`src/rtl/adc_seq_pkg.sv`:
```
package adc_seq_pkg;

  typedef enum logic [2:0] {
    ST_IDLE,
    ST_LEAD_HI,
    ST_LEAD_LO,
    ST_TRACK,
    ST_CONVERT,
    ST_READ,
    ST_DONE
  } seq_state_t;

  // Whole cycles covering at least ns nanoseconds; never zero.
  function automatic int unsigned ns_to_cyc(input int unsigned ns, input int unsigned clk_ns);
    int unsigned c;
    c = (ns + clk_ns - 1) / clk_ns;
    return (c == 0) ? 1 : c;
  endfunction

endpackage

```
`src/rtl/adc_seq_timer.sv`:
```
module adc_seq_timer #(
  parameter int unsigned W = 10
) (
  input  logic         clk,
  input  logic         rst_n,
  input  logic         load,
  input  logic [W-1:0] load_val,
  output logic         expired
);
  logic [W-1:0] cnt;

  always_ff @(posedge clk) begin
    if (!rst_n)          cnt <= '0;
    else if (load)       cnt <= load_val;
    else if (cnt != '0)  cnt <= cnt - 1'b1;
  end

  assign expired = (cnt == '0);

  // an armed interval runs down one count per cycle
  assert_timer_step_R10: assert property (@(posedge clk) disable iff (!rst_n)
    (!load && cnt != '0) |=> (cnt == $past(cnt) - 1'b1));

endmodule

```
`src/rtl/adc_seq_shift.sv`:
```
module adc_seq_shift #(
  parameter int unsigned HI_CYC = 8,
  parameter int unsigned LO_CYC = 8,
  parameter int unsigned NCLK   = 12,
  parameter int unsigned KEEP   = 12
) (
  input  logic            clk,
  input  logic            rst_n,
  input  logic            start,
  input  logic            sdata_i,
  output logic            sclk_o,
  output logic            done_o,
  output logic [KEEP-1:0] word_o
);
  localparam int unsigned PMAX = (HI_CYC > LO_CYC) ? HI_CYC : LO_CYC;
  localparam int unsigned PW   = $clog2(PMAX + 1);
  localparam int unsigned BW   = $clog2(NCLK + 1);

  logic          active;
  logic          sclk_q;
  logic [PW-1:0] ph;
  logic [BW-1:0] nbit;
  logic [KEEP-1:0] word;

  always_ff @(posedge clk) begin
    if (!rst_n) begin
      active <= 1'b0;
      sclk_q <= 1'b0;
      ph     <= '0;
      nbit   <= '0;
      word   <= '0;
    end else if (start) begin
      active <= 1'b1;
      sclk_q <= 1'b1;
      ph     <= PW'(HI_CYC - 1);
      nbit   <= BW'(1);
      word   <= {word[KEEP-2:0], sdata_i};
    end else if (active) begin
      if (ph != '0) begin
        ph <= ph - 1'b1;
      end else if (sclk_q) begin
        sclk_q <= 1'b0;
        ph     <= PW'(LO_CYC - 1);
      end else if (nbit == BW'(NCLK)) begin
        active <= 1'b0;
      end else begin
        sclk_q <= 1'b1;
        ph     <= PW'(HI_CYC - 1);
        nbit   <= nbit + 1'b1;
        if (nbit < BW'(KEEP)) word <= {word[KEEP-2:0], sdata_i};
      end
    end
  end

  assign sclk_o = sclk_q;
  assign word_o = word;
  assign done_o = active && (ph == '0) && !sclk_q && (nbit == BW'(NCLK));

  // the serial clock only toggles while a read is running
  assert_sclk_in_read_R5: assert property (@(posedge clk) disable iff (!rst_n)
    sclk_q |-> active);
  // never more rising edges than the configured frame
  assert_edge_bound_R5: assert property (@(posedge clk) disable iff (!rst_n)
    nbit <= BW'(NCLK));

endmodule

```
`src/rtl/adc_read_seq.sv`:
```
module adc_read_seq
  import adc_seq_pkg::*;
#(
  parameter int unsigned CLK_NS     = 8,
  parameter int unsigned STROBE_NS  = 30,
  parameter int unsigned ACQ_NS     = 1400,
  parameter int unsigned CONV_NS    = 3700,
  parameter int unsigned SCLK_HI_NS = 63,
  parameter int unsigned SCLK_LO_NS = 63,
  parameter bit          LONG_READ  = 1'b0,
  parameter int unsigned RES_W      = 10,
  parameter int unsigned SUB_W      = 2,
  parameter int unsigned SEXT_W     = 16
) (
  input  logic              clk,
  input  logic              rst_n,
  input  logic              req_valid,
  output logic              req_ready,
  input  logic              req_mode,
  output logic              busy_o,
  output logic              cnv_o,
  output logic              sclk_o,
  input  logic              sdata_i,
  output logic              res_valid,
  output logic [RES_W-1:0]  res_data,
  output logic              res_twos,
  output logic [SEXT_W-1:0] res_sext
);
  localparam int unsigned PH_CYC   = ns_to_cyc(STROBE_NS, CLK_NS);
  localparam int unsigned ACQ_CYC  = ns_to_cyc(ACQ_NS, CLK_NS);
  localparam int unsigned CONV_CYC = ns_to_cyc(CONV_NS, CLK_NS);
  localparam int unsigned HI_CYC   = ns_to_cyc(SCLK_HI_NS, CLK_NS);
  localparam int unsigned LO_CYC   = ns_to_cyc(SCLK_LO_NS, CLK_NS);
  localparam int unsigned FRAME    = RES_W + SUB_W;
  localparam int unsigned NCLK     = LONG_READ ? ((FRAME + 7) / 8) * 8 : FRAME;
  localparam int unsigned TMAX     = (ACQ_CYC > CONV_CYC) ? ACQ_CYC : CONV_CYC;
  localparam int unsigned TW       = $clog2(TMAX + 1);

  seq_state_t st, st_nxt;
  logic          mode_q;
  logic          t_load, t_exp;
  logic [TW-1:0] t_val;
  logic          rd_start, rd_done;
  logic [FRAME-1:0] rd_word;
  logic [RES_W-1:0] code;
  logic [SEXT_W-1:0] code_ext;

  adc_seq_timer #(.W(TW)) timer_i (
    .clk(clk), .rst_n(rst_n), .load(t_load), .load_val(t_val), .expired(t_exp)
  );

  adc_seq_shift #(.HI_CYC(HI_CYC), .LO_CYC(LO_CYC), .NCLK(NCLK), .KEEP(FRAME)) shift_i (
    .clk(clk), .rst_n(rst_n), .start(rd_start), .sdata_i(sdata_i),
    .sclk_o(sclk_o), .done_o(rd_done), .word_o(rd_word)
  );

  always_comb begin
    st_nxt   = st;
    t_load   = 1'b0;
    t_val    = '0;
    rd_start = 1'b0;
    unique case (st)
      ST_IDLE: if (req_valid) begin
        t_load = 1'b1;
        if (req_mode) begin
          st_nxt = ST_LEAD_HI;
          t_val  = TW'(PH_CYC - 1);
        end else begin
          st_nxt = ST_TRACK;
          t_val  = TW'(ACQ_CYC - 1);
        end
      end
      ST_LEAD_HI: if (t_exp) begin
        st_nxt = ST_LEAD_LO;
        t_load = 1'b1;
        t_val  = TW'(PH_CYC - 1);
      end
      ST_LEAD_LO: if (t_exp) begin
        st_nxt = ST_TRACK;
        t_load = 1'b1;
        t_val  = TW'(ACQ_CYC - 1);
      end
      ST_TRACK: if (t_exp) begin
        st_nxt = ST_CONVERT;
        t_load = 1'b1;
        t_val  = TW'(CONV_CYC - 1);
      end
      ST_CONVERT: if (t_exp) begin
        st_nxt   = ST_READ;
        rd_start = 1'b1;
      end
      ST_READ: if (rd_done) st_nxt = ST_DONE;
      ST_DONE: st_nxt = ST_IDLE;
      default: st_nxt = ST_IDLE;
    endcase
  end

  assign code = rd_word[FRAME-1:SUB_W];

  generate
    if (SEXT_W > RES_W) begin : g_ext
      assign code_ext = mode_q ? {{(SEXT_W-RES_W){code[RES_W-1]}}, code}
                               : {{(SEXT_W-RES_W){1'b0}}, code};
    end else begin : g_noext
      assign code_ext = code[SEXT_W-1:0];
    end
  endgenerate

  always_ff @(posedge clk) begin
    if (!rst_n) begin
      st        <= ST_IDLE;
      mode_q    <= 1'b0;
      res_valid <= 1'b0;
      res_data  <= '0;
      res_twos  <= 1'b0;
      res_sext  <= '0;
    end else begin
      st        <= st_nxt;
      res_valid <= 1'b0;
      if (st == ST_IDLE && req_valid) mode_q <= req_mode;
      if (st == ST_READ && rd_done) begin
        res_valid <= 1'b1;
        res_data  <= code;
        res_twos  <= mode_q;
        res_sext  <= code_ext;
      end
    end
  end

  assign req_ready = (st == ST_IDLE);
  assign busy_o    = !req_ready;
  assign cnv_o     = (st == ST_LEAD_HI) || (st == ST_TRACK);

  // result strobe lasts a single cycle
  assert_one_cycle_valid_R9: assert property (@(posedge clk) disable iff (!rst_n)
    res_valid |=> !res_valid);
  // converter lines are quiet while the result is presented
  assert_quiet_result_R9: assert property (@(posedge clk) disable iff (!rst_n)
    res_valid |-> (!cnv_o && !sclk_o));
  // no new request is taken while the result is still out
  assert_holdoff_at_result_R8: assert property (@(posedge clk) disable iff (!rst_n)
    res_valid |-> !req_ready);
  // an accepted request drops ready on the next cycle
  assert_accept_drops_ready_R8: assert property (@(posedge clk) disable iff (!rst_n)
    (req_valid && req_ready) |=> !req_ready);
  // serial clock never overlaps the start strobe
  assert_no_clock_in_strobe_R4: assert property (@(posedge clk) disable iff (!rst_n)
    cnv_o |-> !sclk_o);

endmodule

```
`config.mk`:
```
export PLATFORM = sky130hd
export DESIGN_NAME = adc_read_seq
export DESIGN_NICKNAME = d
export VERILOG_FILES = /design/src/rtl/adc_seq_pkg.sv /design/src/rtl/adc_seq_timer.sv /design/src/rtl/adc_seq_shift.sv /design/src/rtl/adc_read_seq.sv
export SDC_FILE = /design/constraint.sdc
export NUM_CORES = 1
export LEC_CHECK = 0
export BUFFER_PORTS_ARGS = -buffer_cell sky130_fd_sc_hd__buf_2
export CAP_MARGIN = 5
export CORE_UTILIZATION = 59
export CTS_BUF_LIST = sky130_fd_sc_hd__clkbuf_8
export DETAILED_ROUTE_END_ITERATION = 16
export PLACE_DENSITY_LB_ADDON = 0.15
export SYNTH_ARGS = -nofsm -noshare
export SYNTH_HDL_FRONTEND = slang
export SYNTH_SLANG_ARGS = --single-unit
```
`constraint.sdc`:
```
create_clock -name clk -period 2.1 [get_ports clk]
set_input_delay 0.315 -clock clk [delete_from_list [all_inputs] [get_ports clk]]
set_output_delay 0.315 -clock clk [all_outputs]
set_load 0.02 [all_outputs]
```
---- Word-level counts from Yosys, hierarchy flattened ----
Index checks and enable logic that the tools add are counted.
operators by class
  add/subtract/negate cells ............... 3
  order comparisons ....................... 1
  equality and inequality tests ........... 17
  multiplexer cells ....................... 47
  bitwise operators ....................... 4
  reductions and logical operators ........ 25
operator list
  operator               count
  $mux W12               6
  $pmux W9 S4            1
  $mux W9                3
  $mux W3                8
  $mux W8                3
  $mux W1                18
  $ne A2 B2 Y1 const B   9
  $pmux W3 S6            1
  $mux W16               1
  $mux W4                3
  $logic_not A9 Y1       1
  $reduce_bool A9 Y1     1
  $sub A9 B1 Y9 const B  1
  $reduce_and A4 Y1      2
  $eq A3 B2 Y1 const B   2
  $eq A3 B3 Y1 const B   2
  $reduce_and A2 Y1      3
  $reduce_and A6 Y1      1
  $reduce_bool A2 Y1     3
  $logic_and A1 B1 Y1    5
  $reduce_and A5 Y1      1
  $add A4 B1 Y4 const B  1
  $eq A4 B4 Y1 const B   1
  $logic_not A4 Y1       1
  other kinds (14)       19
storage, ports and cells
  register bits ........................... 63
  input port bits ......................... 5
  output and inout port bits .............. 32

---- Logic depth before layout (Yosys ltp) ----
  depth after elaboration ................. 7
  mapped depth ............................ 8
  depth with buffers taken out ............ 6

---- Modules after synthesis ----
From an unflattened synthesis, not the netlist that was laid out.
second synthesis, totals
  cells, all modules ...................... 289
  area total of the unflattened synthesis .. 2,524.9 µm²
modules (own cells, without submodules)
  module         times used  cells each  area each (µm²)  sequential area each (µm²)
  adc_seq_shift  1           110         1,088.5          440.4
  adc_read_seq   1           117         924.6            340.3
  adc_seq_timer  1           62          511.7            180.2

---- Worst setup path after synthesis ----
OpenSTA, ideal clock, no wires.
  path type ............................... flip-flop to flip-flop
  start point ............................. register shift_i.ph[0]
  end point ............................... register res_data[0]
  setup time .............................. 0.120 ns
  arrival ................................. 1.640 ns
  required time ........................... 1.980 ns
  slack ................................... 0.341 ns
  cell stages (with the launch flop) ...... 9
  clock period less this slack ............ 1.759 ns
  cells stage by stage .................... dfxtp_1 inv_1 ha_1 nand4bb_1 buf_2 or4_4 buf_6 o21ai_1 a21boi_1
between the ends
  cells in the longest elaborated chain, start to end .. 5
RTL lines
  what                               line                 source
  from (decl)                        adc_seq_shift.sv:21  logic [PW-1:0] ph;
  from (signal assigned)             adc_seq_shift.sv:35  ph <= PW'(HI_CYC - 1);
  from (signal assigned)             adc_seq_shift.sv:40  ph <= ph - 1'b1;
  from (signal assigned)             adc_seq_shift.sv:43  ph <= PW'(LO_CYC - 1);
  $logic_not A4 Y1                   adc_seq_shift.sv:57  assign done_o = active && (ph == '0) && !sclk_q && (nbit == BW'(NCLK));
  $logic_and A1 B1 Y1 (3 in series)  adc_seq_shift.sv:57
  $logic_and A1 B1 Y1                adc_read_seq.sv:121  if (st == ST_READ && rd_done) begin
  to (signal assigned)               adc_read_seq.sv:123  res_data <= code;
  to (decl)                          adc_read_seq.sv:25   output logic [RES_W-1:0] res_data,
Every way passes these cells.
A chain may end at the register's enable or synchronous reset.

---- Worst setup path after layout ----
  start point ............................. register timer_i.cnt[0]
  end point ............................... register timer_i.cnt[6]
between the ends
  cells in the longest elaborated chain, start to end .. 4
  elaborated cells on any way between the ends .. 10
  those cells by class .................... add/sub (1); mux (6); reduce/logical (3)
RTL lines
  what                                                                   line                 source
  from (decl)                                                            adc_seq_timer.sv:10  logic [W-1:0] cnt;
  from (signal assigned)                                                 adc_seq_timer.sv:14  else if (load) cnt <= load_val;
  from (signal assigned)                                                 adc_seq_timer.sv:15  else if (cnt != '0) cnt <= cnt - 1'b1;
  parallel branches: the longest is 4 deep, another holds $sub A9 B1 Y9  -
Several ways; the timed one is not identified. The select of a mux whose other input is x is not followed.

==> summary.md <==
| Metric | Value |
|---|---|
| Net count, final | 306 |
| GRT Residual Overflow | 0 |
| Startpoint Class | register |
| Clk pwr share | about a fifth |
| Cts bufs inserted | 5 |
| FF-to-FF setup slack | about 0.22 ns |
| Placed Instance Area | around 2600 um^2 |
| Fin crit share | just under 90% |
| Non-Filler Instances | around 350 |
| Chip Height | between 60 and 70 um |
| Area of the multi-input gates | 1294 um^2 |
| Die width | around 67 um |
| Status | complete, no violations |
| Hold path cells | 3 |
| Sequential share of power | about 41% |
| Clk root buf | clkbuf_8 |
| Static leakage | about 1.1 nW |
| Unrepaired setup endpoints after global routing | false |
| Final setup vio count | 0 |
| Setup crit end kind | register |
| Combinational share of power | 38.3% |
| Post-Route WL | 4.991 mm |
| Commonest cells after routing, fill and taps aside | dfxtp_1, buf_2, a21boi_1, o21ai_1, nand3_1 |
| Synth warnings | 0 |
| Total track usage | roughly 24% |
| Reg2reg path depth | 6 |
| Via count | ~2.1k |
| Final Hold Viols | 0 |
| Worst min path class | in2reg |
| Hpwl dp | 3.462 mm |
| Post-cts repair resize count | 0 |
| Register area | ~960 um^2 |
| Die area | 4515 um^2 |
| Setup TNS | 0 ns |
| Worst EP arrival | around 2.1 ns |
| CTS tree | done |
| Initial Utilization | 62.24% |
| Seq/Total Area, Yosys | a little under two fifths |
| Placed instance count | 340 |
| Fmax | ~530 MHz |
| Router iterations before antenna repair | 5 |
| CP required | 2.35 ns |
| Skew final | roughly 0.0093 ns |
| Postcts setup bufs | 0 |
| Initial antenna violation count | 0 |
| Initial drt markers | approximately 170 |
| Ports | 37 |
| Pin count of the biggest net entering global routing | 31 |
| Filler cells | about 340 |
| Vias in the first global route | around 1.8k |
| Met2 wire length | between 2 and 2.5 mm |
| Number of max-cap violations | 0 |
| Placement row count | 23 |
| Final Slew Violations | 0 |
| Via density | about 6.0 |
| Final Hold Slack | roughly 0.28 ns |
| Longest Clk Path Bufs | 2 |
| Shortest period the worst path allows | 1.878 ns |
| Worst vdd ir | 0.5389 mV |
| Worst slew margin | approximately two thirds |
| Crit path max fanout | 7 |
| Clock sinks | 48 |
| WL met3 | about 170 um |
| Final Core Density | approximately 67% |
| EDFF count, synth | 0 |
| Worst-skew pair later-pin latency | 0.30 ns |
| First-pass GRT wire length | between 8 and 9 mm |
| Count of cell types in the netlist | between 50 and 60 |
| Area grow syn2layout | 7.335% |
| FFs w/ async S/R, synth | 0% |
| Fin area | roughly 2700 um^2 |
| WS Path Type | reg2reg |
| Switching power | between 0.001 and 0.0015 W |
| M1 WL | approximately 2.6 mm |
| Top Layer Used | met4 |
| CTS Hold Buffers Added | 0 |
| Core ar. | roughly 4000 um^2 |
| Worst slew pin tran | roughly 0.50 ns |
| Net count after synthesis | 291 |
| Mean area per synthesized cell | ~9 um^2 |
| Ys flop type | dfxtp_1 |
| Final Wtd Congestion | ~0.82 |
| Cells after Synth | 282 |
| H-tree levels | 2 |
| Worst-path clk slew | 0.09 ns |
| Final ANT Viol Nets | 0 |
| Post-DR wirelength/cell | about 14 um |
| P per Cell Area | between 1000 and 1500 nW/um^2 |
| Share of cells above drive strength 1 | 22.15% |
| Drc violations | 0 |
| Count of buffers from port buffering | 36 |
| Most common cell after layout, fill and taps aside | dfxtp_1 |
| P_int | between 0.0015 and 0.002 W |
| Register bit total from synthesis | 48 |
| Mapped Area | approximately 2500 um^2 |
| ANT cells | 0 |
| Net Sw Frac | between 30% and 40% |
-- metrics by stage --
| stage | total power [W] | setup slack [ns] |
|---|---|---|
| after CTS | 0.002867 | 0.2286 |
| final | 0.002862 | 0.2223 |
| after detailed placement | 0.002282 | 0.2488 |
| after floorplan | 0.002030 | 0.3408 |
| after global placement | 0.002258 | 0.2952 |
| after global routing | 0.003056 | 0.1140 |
-- synthesized netlist by cell type, types with 4 or more instances --
library cell / instances / area share [%]
a21boi_1: 28 / 8.4
a21oi_1: 10 / 2.0
buf_2: 7 / 1.4
buf_4: 16 / 4.8
clkbuf_1: 11 / 1.6
dfxtp_1: 48 / 38
ha_1: 4 / 2.0
inv_1: 8 / 1.2
nand2_1: 12 / 1.8
nand3_1: 16 / 3.2
nand3b_1: 11 / 3.3
nor2_1: 9 / 1.3
nor3_1: 4 / 0.80
o21a_1: 8 / 2.4
o21ai_0: 5 / 1.0
o21ai_1: 22 / 4.4
or3_1: 4 / 1.0
xnor2_1: 4 / 1.4
-- power groups by stage --
stage / clock network (W) / registers (W) / logic, W
final: 0.000592 / 0.00117 / 0.00110
after global routing: 0.000636 / 0.00119 / 0.00123
after CTS: 0.000602 / 0.00117 / 0.00110
after detailed placement: 0 / 0.00119 / 0.00110
after global placement: 0 / 0.00118 / 0.00107
after floorplan: 0 / 0.00111 / 0.000921
-- final cells by class --
| cell class | instances | share of cell area, % |
|---|---|---|
| sequential | 48 | 35.70 |
| clock inverter | 2 | 0.5114 |
| timing repair buffer | 45 | 9.205 |
| tap | 50 | 2.325 |
| inverter | 8 | 1.116 |
| multi-input combinational | 189 | 48.07 |
| clock buffer | 6 | 3.068 |
-- cell families (layout without fill, tap and decap cells) --
kind of cell,Yosys count,in the layout,share of synthesized area [%]
simple gates,87,87,22.36
flops,48,48,38.32
xor+xnor,4,4,1.397
buf+inv,45,61,10.08
compound gates,93,93,25.45
mux,1,1,0.3992
fa+ha+maj,4,4,1.996
-- sequential cells by signal, indices dropped and copies added, names as in the netlist --
signal	flops
timer_i.cnt	9
res_data	9
shift_i.sclk_o	1
shift_i.active	1
res_valid	1
st	3
shift_i.word_o	12
shift_i.ph	4
res_twos	1
res_sext	2
mode_q	1
shift_i.nbit	4
-- critical path, stage by stage (launching register included) --
cell	delay [ns]
dfxtp_1	0.37
inv_1	0.08
ha_1	0.19
or3b_1	0.49
or4_1	0.44
a21oi_1	0.15
o21a_1	0.11
-- path summary, 6_finish.rpt --
path / startpoint / to
worst max-delay path: timer_i.cnt[0]$_SDFFE_PN0P_ / timer_i.cnt[6]$_SDFFE_PN0P_
worst min-delay path: sdata_i / shift_i.word_o[0]$_SDFFE_PN0P_
worst max register to register: timer_i.cnt[0]$_SDFFE_PN0P_ / timer_i.cnt[6]$_SDFFE_PN0P_
worst min register to register: shift_i.word_o[1]$_SDFFE_PN0P_ / shift_i.word_o[1]$_SDFFE_PN0P_
-- layer usage --
metal | track usage (%) | vias to the layer above
met4 | 5.585 | 0
met1 | 32.95 | 989
met3 | 4.561 | 2
met5 | 0 | -
li1 | - | 1044
met2 | 38.75 | 38
No activity file was read; power rests on OpenSTA's default activity.
